--- src/rtl/rdr_pkg.sv ---
package rdr_pkg;

   typedef enum logic [1:0] {
      RDR_DIV       = 2'd0,
      RDR_SQRT      = 2'd1,
      RDR_RSQRT     = 2'd2,
      RDR_RSQRT_ALT = 2'd3
   } rdr_op_e;

   // number of stages needed to settle bw result bits, rb bits per stage
   function automatic int rdr_stage_count(input int bw, input int rb);
      return (bw + rb - 1) / rb;
   endfunction

   // exclusive upper bit index of the group settled by stage s
   function automatic int rdr_group_top(input int bw, input int rb, input int s);
      return bw - s * rb;
   endfunction

   // width of the group settled by stage s (last one may be narrower)
   function automatic int rdr_group_width(input int bw, input int rb, input int s);
      int top;
      top = bw - s * rb;
      return (top < rb) ? top : rb;
   endfunction

endpackage

--- src/rtl/rdr_candidate.sv ---
// One nonzero trial digit: forms the trial root, product and trial value
// and reports whether the trial value still fits under the target.
module rdr_candidate
   import rdr_pkg::*;
#(
   parameter int BW    = 8,
   parameter int FW    = 4,
   parameter int POS   = 0,
   parameter int DW    = 2,
   parameter int DIGIT = 1
) (
   input  logic [1:0]        op,
   input  logic [BW-1:0]     opnd,
   input  logic [BW-1:0]     root,
   input  logic [2*BW-1:0]   rprod,
   input  logic [3*BW-1:0]   target,
   output logic [BW-1:0]     t_root,
   output logic [2*BW-1:0]   t_rprod,
   output logic [3*BW-1:0]   t_trial,
   output logic              fits
);
   localparam int PW = 2 * BW;
   localparam int TW = 3 * BW;
   localparam logic [BW-1:0] FIELD = BW'((1 << DW) - 1) << POS;
   localparam logic [BW-1:0] DVAL  = BW'(DIGIT) << POS;

   if (DIGIT < 1 || DIGIT >= (1 << DW)) begin : g_bad_digit
      $error("rdr_candidate: DIGIT out of range for its group");
   end
   if (POS + DW > BW) begin : g_bad_pos
      $error("rdr_candidate: group exceeds root width");
   end

   logic [PW-1:0] step;
   logic [PW-1:0] square;

   assign t_root  = (root & ~FIELD) | DVAL;
   assign step    = (PW'(opnd) * PW'(DIGIT)) << POS;
   assign t_rprod = rprod + step;
   assign square  = PW'(t_root) * PW'(t_root);

   always_comb begin
      case (rdr_op_e'(op))
         RDR_DIV:  t_trial = TW'(t_rprod) << FW;
         RDR_SQRT: t_trial = TW'(square) << FW;
         default:  t_trial = TW'(t_root) * TW'(t_rprod);
      endcase
   end

   assign fits = (t_trial <= target);

endmodule

--- src/rtl/rdr_stage.sv ---
// One registered recurrence stage: settles the result group for STAGE.
module rdr_stage
   import rdr_pkg::*;
#(
   parameter int BW    = 8,
   parameter int FW    = 4,
   parameter int RB    = 2,
   parameter int STAGE = 0
) (
   input  logic              clk,
   input  logic              rst_n,
   input  logic              i_valid,
   input  logic [1:0]        i_op,
   input  logic [BW-1:0]     i_opnd,
   input  logic [BW-1:0]     i_root,
   input  logic [2*BW-1:0]   i_rprod,
   input  logic [3*BW-1:0]   i_target,
   input  logic [3*BW-1:0]   i_trial,
   output logic              o_valid,
   output logic [1:0]        o_op,
   output logic [BW-1:0]     o_opnd,
   output logic [BW-1:0]     o_root,
   output logic [2*BW-1:0]   o_rprod,
   output logic [3*BW-1:0]   o_target,
   output logic [3*BW-1:0]   o_trial
);
   localparam int PW  = 2 * BW;
   localparam int TW  = 3 * BW;
   localparam int TOP = rdr_group_top(BW, RB, STAGE);
   localparam int DW  = rdr_group_width(BW, RB, STAGE);
   localparam int POS = TOP - DW;
   localparam int NC  = 1 << DW;
   localparam logic [BW-1:0] FIELD = BW'((1 << DW) - 1) << POS;

   if (TOP < 1) begin : g_bad_stage
      $error("rdr_stage: STAGE beyond the last result group");
   end
   if (RB < 1) begin : g_bad_radix
      $error("rdr_stage: RB must be at least one");
   end

   logic [BW-1:0] c_root  [NC];
   logic [PW-1:0] c_rprod [NC];
   logic [TW-1:0] c_trial [NC];
   logic [NC-1:0] c_fit;
   logic [DW-1:0] sel;

   // digit zero: entry record with this group cleared, always acceptable
   assign c_root[0]  = i_root & ~FIELD;
   assign c_rprod[0] = i_rprod;
   assign c_trial[0] = i_trial;
   assign c_fit[0]   = 1'b1;

   for (genvar c = 1; c < NC; c++) begin : g_cand
      rdr_candidate #(
         .BW(BW), .FW(FW), .POS(POS), .DW(DW), .DIGIT(c)
      ) i_cand (
         .op      (i_op),
         .opnd    (i_opnd),
         .root    (i_root),
         .rprod   (i_rprod),
         .target  (i_target),
         .t_root  (c_root[c]),
         .t_rprod (c_rprod[c]),
         .t_trial (c_trial[c]),
         .fits    (c_fit[c])
      );
   end

   // largest fitting digit wins
   always_comb begin
      sel = '0;
      for (int c = 0; c < NC; c++) begin
         if (c_fit[c]) sel = DW'(c);
      end
   end

   always_ff @(posedge clk or negedge rst_n) begin
      if (!rst_n) o_valid <= 1'b0;
      else        o_valid <= i_valid;
   end

   always_ff @(posedge clk) begin
      o_op     <= i_op;
      o_opnd   <= i_opnd;
      o_target <= i_target;
      o_root   <= c_root[sel];
      o_rprod  <= c_rprod[sel];
      o_trial  <= c_trial[sel];
   end

   assert_valid_origin_R7: assert property (@(posedge clk) disable iff (!rst_n)
      o_valid |-> $past(i_valid));

   assert_carry_through_R6: assert property (@(posedge clk) disable iff (!rst_n)
      o_valid |-> (o_target == $past(i_target) && o_opnd == $past(i_opnd)
                   && o_op == $past(i_op)));

   assert_no_overshoot_R8: assert property (@(posedge clk) disable iff (!rst_n)
      o_valid |-> (o_trial <= o_target));

   assert_product_kept_R5: assert property (@(posedge clk) disable iff (!rst_n)
      o_valid |-> (o_rprod == PW'(o_root) * PW'(o_opnd)));

   assert_other_groups_kept_R9: assert property (@(posedge clk) disable iff (!rst_n)
      o_valid |-> ((o_root & ~FIELD) == ($past(i_root) & ~FIELD)));

endmodule

--- src/rtl/rootdiv_recur.sv ---
module rootdiv_recur
   import rdr_pkg::*;
#(
   parameter int BW         = 8,
   parameter int FW         = 4,
   parameter int RADIX_BITS = 2
) (
   input  logic              clk,
   input  logic              rst_n,
   input  logic              in_valid,
   input  logic [1:0]        in_op,
   input  logic [BW-1:0]     in_opnd,
   input  logic [BW-1:0]     in_root,
   input  logic [2*BW-1:0]   in_rprod,
   input  logic [3*BW-1:0]   in_target,
   input  logic [3*BW-1:0]   in_trial,
   output logic              out_valid,
   output logic [1:0]        out_op,
   output logic [BW-1:0]     out_opnd,
   output logic [BW-1:0]     out_root,
   output logic [2*BW-1:0]   out_rprod,
   output logic [3*BW-1:0]   out_target,
   output logic [3*BW-1:0]   out_trial
);
   localparam int NS = rdr_stage_count(BW, RADIX_BITS);
   localparam int PW = 2 * BW;
   localparam int TW = 3 * BW;

   if (BW < 1 || FW < 0 || FW > BW) begin : g_bad_width
      $error("rootdiv_recur: need 1 <= BW and 0 <= FW <= BW");
   end
   if (RADIX_BITS < 1 || RADIX_BITS > 8) begin : g_bad_radix
      $error("rootdiv_recur: RADIX_BITS must lie in 1..8");
   end

   logic          p_valid  [NS+1];
   logic [1:0]    p_op     [NS+1];
   logic [BW-1:0] p_opnd   [NS+1];
   logic [BW-1:0] p_root   [NS+1];
   logic [PW-1:0] p_rprod  [NS+1];
   logic [TW-1:0] p_target [NS+1];
   logic [TW-1:0] p_trial  [NS+1];

   assign p_valid[0]  = in_valid;
   assign p_op[0]     = in_op;
   assign p_opnd[0]   = in_opnd;
   assign p_root[0]   = in_root;
   assign p_rprod[0]  = in_rprod;
   assign p_target[0] = in_target;
   assign p_trial[0]  = in_trial;

   for (genvar s = 0; s < NS; s++) begin : g_stage
      rdr_stage #(
         .BW(BW), .FW(FW), .RB(RADIX_BITS), .STAGE(s)
      ) i_stage (
         .clk      (clk),
         .rst_n    (rst_n),
         .i_valid  (p_valid[s]),
         .i_op     (p_op[s]),
         .i_opnd   (p_opnd[s]),
         .i_root   (p_root[s]),
         .i_rprod  (p_rprod[s]),
         .i_target (p_target[s]),
         .i_trial  (p_trial[s]),
         .o_valid  (p_valid[s+1]),
         .o_op     (p_op[s+1]),
         .o_opnd   (p_opnd[s+1]),
         .o_root   (p_root[s+1]),
         .o_rprod  (p_rprod[s+1]),
         .o_target (p_target[s+1]),
         .o_trial  (p_trial[s+1])
      );
   end

   assign out_valid  = p_valid[NS];
   assign out_op     = p_op[NS];
   assign out_opnd   = p_opnd[NS];
   assign out_root   = p_root[NS];
   assign out_rprod  = p_rprod[NS];
   assign out_target = p_target[NS];
   assign out_trial  = p_trial[NS];

endmodule

--- config.mk ---
export PLATFORM = sky130hd
export DESIGN_NAME = rootdiv_recur
export DESIGN_NICKNAME = d
export VERILOG_FILES = /design/src/rtl/rdr_pkg.sv /design/src/rtl/rdr_candidate.sv /design/src/rtl/rdr_stage.sv /design/src/rtl/rootdiv_recur.sv
export SDC_FILE = /design/constraint.sdc
export NUM_CORES = 2
export LEC_CHECK = 0
export CORE_MARGIN = 1.5
export CORE_UTILIZATION = 60
export CTS_CLUSTER_SIZE = 14
export DETAILED_ROUTE_END_ITERATION = 10
export PLACE_DENSITY = 0.78
export SLEW_MARGIN = 0
export SYNTH_ARGS = -nofsm -noshare
export SYNTH_HDL_FRONTEND = slang
export SYNTH_SLANG_ARGS = --single-unit
--- constraint.sdc ---
create_clock -name clk -period 9.3 [get_ports clk]
set_input_delay 2.325 -clock clk [delete_from_list [all_inputs] [get_ports clk]]
set_output_delay 2.325 -clock clk [all_outputs]
set_load 0.01 [all_outputs]
* Word-level counts from Yosys, hierarchy flattened *
Cells that the tools add are included.

word-level totals
  bits in registers = 332
  input bits = 85
  output and inout port bits = 83
  logic and storage cells = 156

cells by class
  equality and inequality tests = 4
  muxes and demuxes = 60
  magnitude comparators = 16
  add/sub/neg operators = 12
  multipliers = 28
  reduce and logical (&&, ||, !) cells = 4
  bitwise logic cells = 4

operators with widths
  operator                                                              count
  24-bit one-hot mux with 2 select lines                                12
  24-bit <= comparator                                                  12
  8-bit by 16-bit multiplier with 24-bit output                         10
  24-bit binary-select mux with 2-bit select                            4
  24-bit 2-to-1 mux                                                     8
  8-bit by 8-bit multiplier with 16-bit output                          10
  16-bit binary-select mux with 2-bit select                            4
  16-bit 2-to-1 mux                                                     8
  8-bit binary-select mux with 2-bit select                             4
  8-bit 2-to-1 mux                                                      8
  7-bit by 16-bit multiplier with 23-bit output                         2
  8-bit by 2-bit multiplier with 10-bit output (second input constant)  4
  16-bit by 10-bit adder with 16-bit output                             2
  16-bit by 12-bit adder with 16-bit output                             2
  16-bit by 14-bit adder with 16-bit output                             2
  7-bit by 7-bit multiplier with 14-bit output                          2
  16-bit by 11-bit adder with 16-bit output                             1
  16-bit by 13-bit adder with 16-bit output                             1
  16-bit by 15-bit adder with 16-bit output                             1
  16-bit adder                                                          1
  16-bit by 8-bit adder with 16-bit output                              1
  16-bit by 9-bit adder with 16-bit output                              1
  2-bit 2-to-1 mux                                                      8
  3-bit >= comparator (second input constant)                           4
  other kinds (4)                                                       16

* Depth between registers and ports, before layout *
  depth in word-level cells = 11
  depth in mapped cells = 45
  depth with buffers taken out = 43

* Modules after synthesis *
Synthesis repeated with hierarchy kept, for this count alone.

second synthesis, totals
  cell total of the unflattened synthesis = 10982
  area, all modules = 93046.7 sq um

by module, submodules not included
  module                                               cells each  instances  seq. area each (sq um)  area each (sq um)
  rdr_stage (g_stage[1].i_stage ...)                   302         3          1666.6                  3434.5
  rdr_candidate (g_stage[1].i_stage.g_cand[3].i_cand)  912         1          0.0                     7353.3
  rdr_candidate (g_stage[2].i_stage.g_cand[3].i_cand)  885         1          0.0                     7183.1
  rdr_candidate (g_stage[0].i_stage.g_cand[3].i_cand)  872         1          0.0                     7126.8
  rdr_candidate (g_stage[3].i_stage.g_cand[3].i_cand)  867         1          0.0                     7096.8
  rdr_candidate (g_stage[1].i_stage.g_cand[2].i_cand)  826         1          0.0                     6532.5
  rdr_candidate (g_stage[2].i_stage.g_cand[2].i_cand)  788         1          0.0                     6471.2
  rdr_candidate (g_stage[1].i_stage.g_cand[1].i_cand)  805         1          0.0                     6448.7
  rdr_candidate (g_stage[3].i_stage.g_cand[1].i_cand)  795         1          0.0                     6431.2
  rdr_candidate (g_stage[0].i_stage.g_cand[2].i_cand)  773         1          0.0                     6377.4
  rdr_candidate (g_stage[2].i_stage.g_cand[1].i_cand)  772         1          0.0                     6207.2
  rdr_candidate (g_stage[0].i_stage.g_cand[1].i_cand)  751         1          0.0                     6048.3
  rdr_candidate (g_stage[3].i_stage.g_cand[2].i_cand)  728         1          0.0                     6027.0
  rdr_stage (g_stage[0].i_stage)                       302         1          1666.6                  3439.5

* Worst setup path after synthesis *
OpenSTA, ideal clock, no wires.

  path kind = input to register
  start point = input port in_opnd[0]
  end point = register g_stage[0].i_stage.o_trial[17]
  data arrival time = 10.277 ns
  path buffers = 0
  setup slack = -1.096 ns
  required time = 9.180 ns
  setup time = 0.120 ns
  stages on the path = 41
  cells stage by stage = ha_1 > fa_1 > a21oi_1 > nor2_1 > o21a_1 > o21a_1 > nor2_1 > xor2_1 > ha_1 > a21o_1 > a31oi_1 > xnor2_1 > inv_1 > nor2_1 > fa_1 > inv_1 > fa_1 > inv_1 > [5 not listed] > or3_1 > o21ai_0 > a21oi_1 > a311o_1 > a21oi_1 > xnor2_1 > and2_1 > ha_1 > a21o_1 > a21oi_1 > nor2b_1 > o31ai_1 > o211a_1 > nor2_1 > clkinv_1 > nor2_1 > a22o_1 > a211o_1

between the ends
  word-level cells in the longest chain between the ends = 11
  elaborated cells on any way between the ends = 20
  classes of those cells = 3 x add/sub; 4 x mul; 3 x order compare; 9 x mux; 1 x bitwise

RTL lines
  what                                                                                   RTL line             text
  start, declared                                                                        rootdiv_recur.sv:12  input logic [BW-1:0] in_opnd,
  branches (longest 8 deep; another with 8-bit by 16-bit multiplier with 24-bit output)  -
  24-bit binary-select mux with 2-bit select *                                           rdr_stage.sv:89      o_trial <= c_trial[sel];
  24-bit 2-to-1 mux (not written as such) * (2 in series)                                rdr_stage.sv:89
  end signal, assigned                                                                   rdr_stage.sv:89
  end, declared                                                                          rdr_stage.sv:25      output logic [3*BW-1:0] o_trial

Every way passes the cells marked *. The select of a mux whose other input is x is not followed.

* Final worst setup path *
  start point = input port in_opnd[1]
  end point = register g_stage[0].i_stage.o_trial[11]

Same word-level chain as after synthesis.

==> metrics.md <==
| Metric | Value |
|---|---|
| Synthesized area | `0.0799 mm²` |
| Syn avg cell area | `8.43 µm²` |
| Grt met1 use | `0.552` |
| 1st-pass router iterations | `7` |
| Area Overhead vs Synth | `22.2%` |
| Slew HR | `0.111` |
| Die Area | `0.135 mm²` |
| Clock skew | `38.8 ps` |
| Largest net degree at the start of global routing | `76` |
| Number of setup violations in the final report | `53` |
| IO Pins | `168` |
| Crit path capture type | `flop` |
| # nets final | `13.2k` |
| Post-DP HPWL | `253000 µm` |
| CTS tree | `yes` |
| CP max-delay cell | `fa_1` |
| DRT iter0 DRCs | `8168` |
| #FFs+latches synth | `326` |
| Hold_ws | `340 ps` |
| Crit path DAT | `10400 ps` |
| FFs w/ async S/R, synth | `0.0123` |
| Finished Core Util | `0.740` |
| Post-synth EDFFs | `0` |
| Synth top area cells | `fa_1, ha_1, dfxtp_1, inv_1, nand2_1` |
| CP delay by family, top | `adder cells` |
| Prevailing post-synth register cell | `dfxtp_1` |
| Final Critical Period | `9940 ps` |
| Critical path startpoint category | `input port` |
| Worst-skew pair later-pin latency | `590 ps` |
| Clk buf depth | `3` |
| Highest Clock Rate | `101 MHz` |
| Crit share post-route | `1.07` |
| Final hold vios | `0` |
| Die Wd | `368 µm` |
| Cell row count | `133` |
| Die Y-Extent | `368 µm` |
| CP most frequent cell | `fa_1` |
| Failing checks | `negative setup slack` |
| M2 GR Usage | `0.676` |
| Share of cells above drive strength 1 | `0.184` |
| Worst endpoint required time | `9760 ps` |
| Setup WS post-layout | `-640 ps` |
| Multi-input logic area | `0.0689 mm²` |
| Slew Viols, Final | `0` |
| Max Fanout on Critical Path | `7` |
| Final wirelength | `305000 µm` |
| # fillers | `9900` |
| Total track usage | `0.441` |
| GRT overflow | `0` |
| Worst slew pin tran | `1330 ps` |
| Biggest area consumer among synthesized cells | `fa_1` |
| Seq/Total Area, Yosys | `0.0820` |
| Initial core utilization | `0.606` |
| Grt peak-use layer | `met2` |
| Antenna violations before repair | `13` |
| Root Buffer | `clkbuf_16` |
| Outcome | `complete, but fails checks` |
| Syn Nets | `11.9k` |
| TritonCTS Buffers | `36` |
| Met3 Use GR | `0.104` |
| Kind of critical path | `input port to flop` |
| DR vias | `76.9k` |
| WL/cell | `24.3 µm` |
| First-pass GRT wire length | `455000 µm` |
| Seq. cell area | `0.00659 mm²` |
| Max stage delay on crit path | `550 ps` |
| Ys Warns | `0` |
| Clock slew at reported path FFs | `60 ps` |
| Post-Synthesis Cells | `9478` |
| Synth top area share | `0.264` |
| Sinks on Clock Net | `326` |
| Unique cell type count in the Yosys netlist | `105` |
| Port bufs | `165` |
| Maxcap violations | `0` |
| Synth cell count leaders | `inv_1, ha_1, fa_1, nand2_1, nor2_1` |
| Vias in the first global route | `77.4k` |
| Max H-tree Level | `2` |
| Most numerous cell in the Yosys netlist | `inv_1` |
| Remaining DRCs | `0` |
| CTS Hold Bufs | `0` |
| DRT antenna net count | `0` |
| Hold WC Path Type | `flop to flop` |
| Crit path buf inv count | `9` |
| RSZ-0062 raised after global routing | `true` |
| Routability cong. | `1.07` |
| Vias per std cell | `6.12` |
| Core area | `0.132 mm²` |
==> per-layer routing <==
metal | wire length [µm] | up-vias
li1 | - | 34000
met1 | 113000 | 37200
met2 | 131000 | 4452
met3 | 34400 | 1239
met4 | 26900 | 8
met5 | 59 | -
==> flip-flops by register name (all words and copies together), names as in the netlist <==
signal,cells
g_stage.i_stage.o_target,96
g_stage.i_stage.o_trial,96
g_stage.i_stage.o_rprod,64
g_stage.i_stage.o_opnd,32
g_stage.i_stage.o_root,26
g_stage.i_stage.o_op,8
g_stage.i_stage.o_valid,4
==> final timing paths <==
path                                              startpoint                        endpoint  slack [ps]  cells after the start
worst min register to register    g_stage[0].i_stage.o_valid      g_stage[1].i_stage.o_valid         340                      0
worst max register to register  g_stage[0].i_stage.o_opnd[1]  g_stage[1].i_stage.o_rprod[10]        -300                     48
min in group asynchronous                              rst_n      g_stage[3].i_stage.o_valid        1940                      1
worst min-delay path              g_stage[0].i_stage.o_valid      g_stage[1].i_stage.o_valid         340                      0
worst max-delay path                              in_opnd[1]  g_stage[0].i_stage.o_trial[11]        -640                     40
max in group asynchronous                              rst_n      g_stage[0].i_stage.o_valid        7170                      1
==> kinds of logic (layout without fill, tap and decap cells) <==
logic type | count (synthesis) | count (layout) | synth area share
buffers and inverters | 1861 | 3187 | 0.0878
adder cells (fa/ha/maj) | 2306 | 2306 | 0.460
AND/OR/NAND/NOR | 2563 | 2563 | 0.150
flip-flops | 326 | 326 | 0.0820
multiplexers | 151 | 151 | 0.0197
other | 0 | 5 | 0
XOR/XNOR | 467 | 467 | 0.0516
AO/OA/AOI/OAI | 1804 | 1804 | 0.149
==> through the flow <==
step / setup slack (ps) / cell area [µm²] / TNS, ps / instances
2_1_floorplan: -634 / 80100 / -16140 / 9478
3_3_place_gp: -1710 / 92500 / -74700 / 12400
3_5_place_dp: -2000 / 92500 / -98760 / 12400
4_1_cts: -488 / 94900 / -14450 / 12500
5_1_grt: -958 / 97600 / -47920 / 12600
6_report: -640 / 97600 / -20740 / 12600
==> timing repair <==
item                       in CTS  in global routing
resized for setup             204                427
setup endpoints to repair     146                156
buffers inserted               42                 94
gates cloned                    2                  2
pin swaps                      86                203
==> final cells by class <==
class | instances | area share
multi-input cells | 7291 | 0.707
repair buffers | 1516 | 0.129
flip-flops and latches | 326 | 0.0675
inverters | 1606 | 0.0620
well taps | 1755 | 0.0225
clock buffers | 44 | 0.00996
clock inverters | 21 | 0.00231
diodes | 5 | 0.000128
==> cells in the final DEF (no fill, tap or decap), types with 64 or more instances in the layout <==
cell	instances
clkdlybuf4s50_1	149
o21a_1	68
o21ai_0	279
a211oi_1	83
dfxtp_1	294
ha_1	1215
nand2_1	958
o211ai_1	64
a21o_1	191
nand3_1	85
mux2i_1	92
a21oi_1	442
xnor2_1	295
buf_4	1244
xor2_1	139
nor3_1	107
fa_1	1047
a31oi_1	70
nand4_1	78
nor2_1	553
and2_1	373
inv_1	1568
Power is not shown: default switching activity piles up to over one toggle a cycle in this logic, so the estimate is an artifact.
